$ cat src/rtl/spi_irq_pkg.sv
package spi_irq_pkg;
  // width needed to hold the values 0..depth inclusive
  function automatic int unsigned cnt_width(input int unsigned depth);
    return $clog2(depth + 1);
  endfunction
endpackage

$ cat src/rtl/sticky_flag.sv
module sticky_flag #(
  parameter bit SET_WINS = 1'b1
) (
  input  logic clk,
  input  logic rst,
  input  logic set_i,
  input  logic ack_i,
  output logic flag_o
);
  generate
    if (SET_WINS) begin : g_set_first
      always_ff @(posedge clk) begin
        if (rst)        flag_o <= 1'b0;
        else if (set_i) flag_o <= 1'b1;
        else if (ack_i) flag_o <= 1'b0;
      end


      set_beats_ack_chk: assert property (@(posedge clk) disable iff (rst)
        set_i |=> flag_o);

      ack_clears_chk: assert property (@(posedge clk) disable iff (rst)
        (ack_i && !set_i) |=> !flag_o);
    end else begin : g_ack_first
      always_ff @(posedge clk) begin
        if (rst)        flag_o <= 1'b0;
        else if (ack_i) flag_o <= 1'b0;
        else if (set_i) flag_o <= 1'b1;
      end


      ack_first_chk: assert property (@(posedge clk) disable iff (rst)
        ack_i |=> !flag_o);

      rearm_chk: assert property (@(posedge clk) disable iff (rst)
        (set_i && !ack_i) |=> flag_o);
    end
  endgenerate


  sticky_hold_chk: assert property (@(posedge clk) disable iff (rst)
    (flag_o && !ack_i) |=> flag_o);
endmodule

$ cat src/rtl/level_cmp.sv
module level_cmp #(
  parameter int unsigned CW = 5,
  parameter bit AT_LEAST = 1'b0   // 1: count >= level, 0: count < level
) (
  input  logic          clk,
  input  logic          rst,
  input  logic          en_i,
  input  logic [CW-1:0] count_i,
  input  logic [CW-1:0] level_i,
  output logic          hit_o,
  output logic          req_o
);
  generate
    if (AT_LEAST) begin : g_ge
      assign hit_o = (count_i >= level_i);
    end else begin : g_lt
      assign hit_o = (count_i < level_i);
    end
  endgenerate

  always_ff @(posedge clk) begin
    if (rst) req_o <= 1'b0;
    else     req_o <= en_i & hit_o;
  end


  dma_blocked_chk: assert property (@(posedge clk) disable iff (rst)
    !en_i |=> !req_o);

  dma_follows_chk: assert property (@(posedge clk) disable iff (rst)
    (en_i && hit_o) |=> req_o);
endmodule

$ cat src/rtl/irq_router.sv
module irq_router (
  input  logic clk,
  input  logic rst,
  input  logic fifo_en,
  input  logic ovr_flag,
  input  logic xfer_flag,
  input  logic rxf_flag,
  input  logic txf_flag,
  input  logic ovr_ie,
  input  logic xfer_ie,
  input  logic rxf_ie,
  input  logic txf_ie,
  output logic rx_irq,
  output logic tx_irq
);
  logic rx_legacy, rx_fifo, tx_fifo;

  always_comb begin
    rx_legacy = (ovr_flag & ovr_ie) | (xfer_flag & xfer_ie);
    rx_fifo   = rxf_flag & rxf_ie;
    tx_fifo   = txf_flag & txf_ie;
  end

  always_ff @(posedge clk) begin
    if (rst) begin
      rx_irq <= 1'b0;
      tx_irq <= 1'b0;
    end else begin
      rx_irq <= fifo_en ? rx_fifo : rx_legacy;
      tx_irq <= fifo_en & tx_fifo;
    end
  end


  tx_line_quiet_chk: assert property (@(posedge clk) disable iff (rst)
    !fifo_en |=> !tx_irq);

  gated_off_chk: assert property (@(posedge clk) disable iff (rst)
    (fifo_en && !rxf_ie) |=> !rx_irq);
endmodule

$ cat src/rtl/spi_irq_dma_gen.sv
module spi_irq_dma_gen
  import spi_irq_pkg::*;
#(
  parameter int unsigned FIFO_DEPTH = 16,
  localparam int unsigned CW = cnt_width(FIFO_DEPTH)
) (
  input  logic          clk,
  input  logic          rst,
  input  logic          fifo_en,
  input  logic          ovr_evt,
  input  logic          rxw_evt,
  input  logic          txe_evt,
  input  logic [CW-1:0] tx_count,
  input  logic [CW-1:0] rx_count,
  input  logic [CW-1:0] tx_level,
  input  logic [CW-1:0] rx_level,
  input  logic          ovr_ie,
  input  logic          xfer_ie,
  input  logic          rxf_ie,
  input  logic          txf_ie,
  input  logic          ovr_ack,
  input  logic          xfer_ack,
  input  logic          rxf_ack,
  input  logic          txf_ack,
  output logic          rx_irq,
  output logic          tx_irq,
  output logic          tx_dma_req,
  output logic          rx_dma_req
);
  logic ovr_set, xfer_set, rxf_set, txf_set;
  logic ovr_flag, xfer_flag, rxf_flag, txf_flag;
  logic rx_hit, tx_hit;

  always_comb begin
    ovr_set  = ~fifo_en & ovr_evt;
    xfer_set = ~fifo_en & (rxw_evt | txe_evt);
    rxf_set  = fifo_en & rx_hit;
    txf_set  = fifo_en & tx_hit;
  end

  level_cmp #(.CW(CW), .AT_LEAST(1'b0)) i_tx_cmp (
    .clk(clk), .rst(rst), .en_i(fifo_en),
    .count_i(tx_count), .level_i(tx_level),
    .hit_o(tx_hit), .req_o(tx_dma_req)
  );

  level_cmp #(.CW(CW), .AT_LEAST(1'b1)) i_rx_cmp (
    .clk(clk), .rst(rst), .en_i(fifo_en),
    .count_i(rx_count), .level_i(rx_level),
    .hit_o(rx_hit), .req_o(rx_dma_req)
  );

  sticky_flag #(.SET_WINS(1'b1)) i_ovr_flag (
    .clk(clk), .rst(rst), .set_i(ovr_set), .ack_i(ovr_ack), .flag_o(ovr_flag)
  );
  sticky_flag #(.SET_WINS(1'b1)) i_xfer_flag (
    .clk(clk), .rst(rst), .set_i(xfer_set), .ack_i(xfer_ack), .flag_o(xfer_flag)
  );
  sticky_flag #(.SET_WINS(1'b0)) i_rxf_flag (
    .clk(clk), .rst(rst), .set_i(rxf_set), .ack_i(rxf_ack), .flag_o(rxf_flag)
  );
  sticky_flag #(.SET_WINS(1'b0)) i_txf_flag (
    .clk(clk), .rst(rst), .set_i(txf_set), .ack_i(txf_ack), .flag_o(txf_flag)
  );

  irq_router i_router (
    .clk(clk), .rst(rst), .fifo_en(fifo_en),
    .ovr_flag(ovr_flag), .xfer_flag(xfer_flag),
    .rxf_flag(rxf_flag), .txf_flag(txf_flag),
    .ovr_ie(ovr_ie), .xfer_ie(xfer_ie), .rxf_ie(rxf_ie), .txf_ie(txf_ie),
    .rx_irq(rx_irq), .tx_irq(tx_irq)
  );


  reset_quiet_chk: assert property (@(posedge clk)
    rst |=> !(rx_irq || tx_irq || tx_dma_req || rx_dma_req));

  no_dma_legacy_chk: assert property (@(posedge clk) disable iff (rst)
    !fifo_en |=> !(tx_dma_req || rx_dma_req));

  legacy_ignored_chk: assert property (@(posedge clk) disable iff (rst)
    fifo_en |=> !$rose(ovr_flag) && !$rose(xfer_flag));
endmodule

$ cat config.mk
export PLATFORM = sky130hd
export DESIGN_NAME = spi_irq_dma_gen
export DESIGN_NICKNAME = d
export VERILOG_FILES = /design/src/rtl/spi_irq_pkg.sv /design/src/rtl/sticky_flag.sv /design/src/rtl/level_cmp.sv /design/src/rtl/irq_router.sv /design/src/rtl/spi_irq_dma_gen.sv
export SDC_FILE = /design/constraint.sdc
export NUM_CORES = 1
export LEC_CHECK = 0
export BUFFER_PORTS_ARGS = -buffer_cell sky130_fd_sc_hd__buf_2
export CAP_MARGIN = 20
export CORE_AREA = 2 2 39 41
export DETAILED_ROUTE_END_ITERATION = 10
export DIE_AREA = 0 0 41 43
export PLACE_DENSITY = 0.85
export SYNTH_ARGS = -nofsm -noshare
export SYNTH_HDL_FRONTEND = slang
export SYNTH_SLANG_ARGS = --single-unit
$ cat constraint.sdc
create_clock -name clk -period 2.15 [get_ports clk]
set_clock_uncertainty 0.2 [all_clocks]
set_input_delay 0.3225 -clock clk [delete_from_list [all_inputs] [get_ports clk]]
set_output_delay 0.3225 -clock clk [all_outputs]
set_load 0.005 [all_outputs]
## Word level (Yosys, flattened, before mapping)

Cells that the tools add are included.

| cells by class | value |
|---|---|
| magnitude comparators | 2 |
| multiplexer cells | 5 |
| bitwise gates (word level) | 12 |
| reduce and logical (&&, ||, !) cells | 4 |

Operators by type and width:

| cell | number |
|---|---|
| $and A1 B1 Y1 | 9 |
| $ge A5 B5 Y1 | 1 |
| $lt A5 B5 Y1 | 1 |
| $mux W1 | 5 |
| $reduce_bool A2 Y1 | 2 |
| $reduce_or A2 Y1 | 2 |
| $or A1 B1 Y1 | 2 |
| $not A1 Y1 | 1 |

| word-level totals | value |
|---|---|
| register bits after elaboration | 8 |
| input port bits | 34 |

## Longest topological paths before layout

| logic depth | value |
|---|---|
| depth after elaboration | 3 |
| depth in mapped cells | 6 |
| mapped depth without buffers | 6 |

## Modules after synthesis

From an unflattened synthesis, not the netlist that was laid out.

| unflattened totals | value |
|---|---|
| cells, all modules | 63 |
| area, all modules | 556.8 µm² |

Modules (own cells, without submodules):

| module | times used | cells an instance | area an instance (µm²) | sequential area each (µm²) |
|---|---|---|---|---|
| level_cmp (i_rx_cmp) | 1 | 22 | 161.4 | 20.0 |
| level_cmp (i_tx_cmp) | 1 | 17 | 137.6 | 20.0 |
| irq_router | 1 | 6 | 81.3 | 40.0 |
| sticky_flag (i_ovr_flag ...) | 2 | 4 | 38.8 | 20.0 |
| sticky_flag (i_rxf_flag ...) | 2 | 3 | 33.8 | 20.0 |
| spi_irq_dma_gen | 1 | 4 | 31.3 | 0.0 |

## Least setup slack after synthesis

No wires, ideal clock.

| timing path | value |
|---|---|
| path type | input to register |
| from | input port rx_count[0] |
| to | register i_rx_cmp.req_o |
| arrival time | 1.196 ns |
| required time | 1.827 ns |
| path slack | 0.631 ns |
| cell stages on the path | 6 |
| buffers on the path | 0 |
| cells stage by stage | inv_1 > ha_1 > nand2b_1 > a211o_1 > o2111ai_1 > a21oi_1 |

| on the way | value |
|---|---|
| word-level cells in the longest chain between the ends | 2 |

Ends and longest elaborated chain:

| item | RTL line | text |
|---|---|---|
| start, declared | spi_irq_dma_gen.sv:14 | `input logic [CW-1:0] rx_count,` |
| $ge A5 B5 Y1 | level_cmp.sv:15 | `assign hit_o = (count_i >= level_i);` |
| $and A1 B1 Y1 | level_cmp.sv:23 | `else req_o <= en_i & hit_o;` |
| end signal, assigned | level_cmp.sv:23 |  |
| end, declared | level_cmp.sv:11 | `output logic req_o` |

Every way passes these cells.
A chain may end at the register's enable or synchronous reset.

## Worst setup path in the final report

Ends and elaborated chain as after synthesis.

==> results.cfg <==
[outcome]
status = finished, final reports clean

[clock_tree]
clock_latency_ns = 0.24
cts_buffer_depth = 2
cts_setup_buffers = 0
clk_pin_slew_worst_paths_ns = 0.05
cts_buffers = 3
cts_resized = 0
cts.sinks = 8
htreeDepth = 1
cts-hold-fix-buffers = 0
root_buffer = clkbuf_4
cts_tree = yes

[detailed_routing]
ant_nets = 0
drt_iter0_drc = 3
viasPerCell = 4.774
avgRoutedWirePerCell_microns = 9.870
routed_wl_microns = 1135
firstDrtPassIters = 4
highest_layer = met3
met3WireLength_microns = 82
drc = 0
vias = 549
m1WireLength_microns = 425
wl_met2_microns = 626

[synth]
synth_common_cells = 9 x ha_1, 9 x inv_1, 8 x dfxtp_1
synthCells = 59
ys_seq_area_share_pct = 31.60
syn_area_sq_um = 506.7
synth-seq-cells = 8
yosys.area.top_type_share_pct = 31.60
syn_area_per_cell_sq_um = 8.589
synth_fa_ha_area_share_pct = 22.22
async_flop_share_pct = 0
synth_compound_area_share_pct = 21.98
synth_cell_types = 20
synth_flop_cell = dfxtp_1
synthXorXnorAreaFrac_pct = 0
yosys.area.top_type = dfxtp_1
synth_top_family_by_area = adder cells
ys_warn_count = 0
synth_edf_count = 0
synth_mux_area_share_pct = 0
synth_area_leaders = dfxtp_1 32%, ha_1 22%, nand2b_1 7.4%, inv_1 6.7%, a21oi_1 5.9%
syn_nets = 102
synth-simple-area-share_pct = 17.53

[timing]
slew_headroom_pct = 85.36
hold_viol_final = 0
maxSlewViolCount = 0
grt_setup_unrepaired = false
finalCriticalPeriod_ns = 1.390
finalSetupViolations = 0
fmax_mhz = 719.6
period_share_pct = 64.64
fin_tns_setup_ns = 0
tightest_slew_ns = 0.2172

[global_route]
grt_antenna_before_repair = 0
grt_max_degree = 8
grt_overflow = 0
grt_pass1_wl_microns = 1966
grt_pass1_vias = 539
track_usage_pct = 15.68

[power_and_ir_drop]
switching_share_pct = 24.31
p_comb_share_pct = 24.0
power.total_mw = 0.3534
power.leakage_nw = 0.4142
internal_power_mw = 0.2675
clockPowerShare_pct = 31.0
p_per_area_mw_per_mm2 = 481.1
ir_worst_vdd_mv = 0.2689
p_switching_mw = 0.08590
share_seq_of_total_power_pct = 45.0

[floorplan]
rows = 14
die_w_microns = 41
fp.dieH_microns = 43
ios = 38
start_util_pct = 36.62
die_area_sq_mm = 0.001763
core_region_area_sq_mm = 0.001384

[flow_run]
cap_violations = 0

[placed_design]
routabilityCongestion = 0.7190
dp_hpwl_microns = 1021
numPortBuffers = 37
dp.cells = 112

[critical_path]
end_kind = flip-flop
slowest_delay_ns = 0.30
crit_chain = buf_2 -> inv_1 -> ha_1 -> nand2b_1 -> a211o_1 -> o2111ai_1 -> a21oi_1
cp_data_required_time_ns = 2.08
path_class = in2reg
cp_slowest_cell = a211o_1
cp_data_arrival_time_ns = 1.32
worstPathMaxFanout = 2
critPathLaunchType = primary input

[final_layout]
antennaDiodeCount = 0
fin_cells = 115
drive_above_1_share_pct = 42.42
nFillCells = 138
synthToLayoutAreaGrowth_pct = 44.94
final_core_util_pct = 53.07
nets = 144

[worst_hold_path]
hp-class = in2reg
-- cells by family (layout without fill, tap and decap cells) --
family                   count (synthesis)  count (layout)
AND/OR/NAND/NOR                         17              17
AO/OA/AOI/OAI                           16              16
adder cells (fa/ha/maj)                  9               9
flip-flops                               8               8
buffers and inverters                    9              49
-- cells in the final DEF, fill, tap and decap left out, types with 2 or more instances in the layout --
| master | Yosys | final |
|---|---|---|
| dfxtp_1 | 8 | 8 |
| nand2b_1 | 6 | 6 |
| buf_2 | 0 | 37 |
| nor2_1 | 4 | 4 |
| a21oi_1 | 6 | 6 |
| ha_1 | 9 | 9 |
| nand2_1 | 3 | 3 |
| inv_1 | 9 | 9 |
| o21ai_0 | 2 | 2 |
| clkbuf_4 | 0 | 3 |
-- worst max-delay path, delay by kind of cell --
family,cells,cell delay (ns)
AO/OA/AOI/OAI,3,0.49
buffers and inverters,2,0.10
adder cells (fa/ha/maj),1,0.27
AND/OR/NAND/NOR,1,0.14
-- flip-flops by register name, summed over array words and instances, names as in the netlist --
name,flops
i_rx_cmp.req_o,1
i_ovr_flag.flag_o,1
i_rxf_flag.flag_o,1
i_router.rx_irq,1
i_router.tx_irq,1
i_txf_flag.flag_o,1
i_xfer_flag.flag_o,1
i_tx_cmp.req_o,1
-- stage by stage --
stage               instance area, sq um  setup WS (ns)  hold slack [ns]
finish                             734.5         0.7603          0.08935
global route                       734.5         0.7095          0.09266
CTS                                734.5         0.7593          0.07820
detailed placement                 711.9         0.4832           0.2236
global placement                   711.9         0.5267           0.2147
floorplan                          506.7         0.6308           0.1916
-- metal layers --
metal,track usage (%),vias to the layer above
met4,4.000,0
met1,16.45,243
met2,28.13,17
met5,0,-
li1,-,289
met3,4.712,0
-- final cells by class --
class,count,area [sq um],area share (%)
Tap cell,16,20.02,2.726
Inverter,9,33.78,4.600
Multi-Input combinational cell,42,312.8,42.59
Sequential cell,8,160.2,21.81
Timing Repair Buffer,37,185.2,25.21
Clock buffer,3,22.52,3.066
-- power by group through the flow --
| stage | Clock [mW] | Combinational, mW | Sequential (mW) |
|---|---|---|---|
| floorplan | 0 | 0.0421 | 0.162 |
| global placement | 0 | 0.0815 | 0.162 |
| detailed placement | 0 | 0.0865 | 0.162 |
| CTS | 0.117 | 0.0867 | 0.159 |
| global route | 0.123 | 0.0998 | 0.159 |
| finish | 0.110 | 0.0847 | 0.159 |
-- worst paths after layout --
kind / start / to / slack (ns) / depth (start not counted)
min reg2reg: i_txf_flag.flag_o / i_router.tx_irq / 0.24 / 2
min: txf_ack / i_txf_flag.flag_o / 0.09 / 2
max reg2reg: i_txf_flag.flag_o / i_txf_flag.flag_o / 1.00 / 2
max: rx_count[0] / i_rx_cmp.req_o / 0.76 / 7
Note: power is estimated with default switching activity, not from simulation.
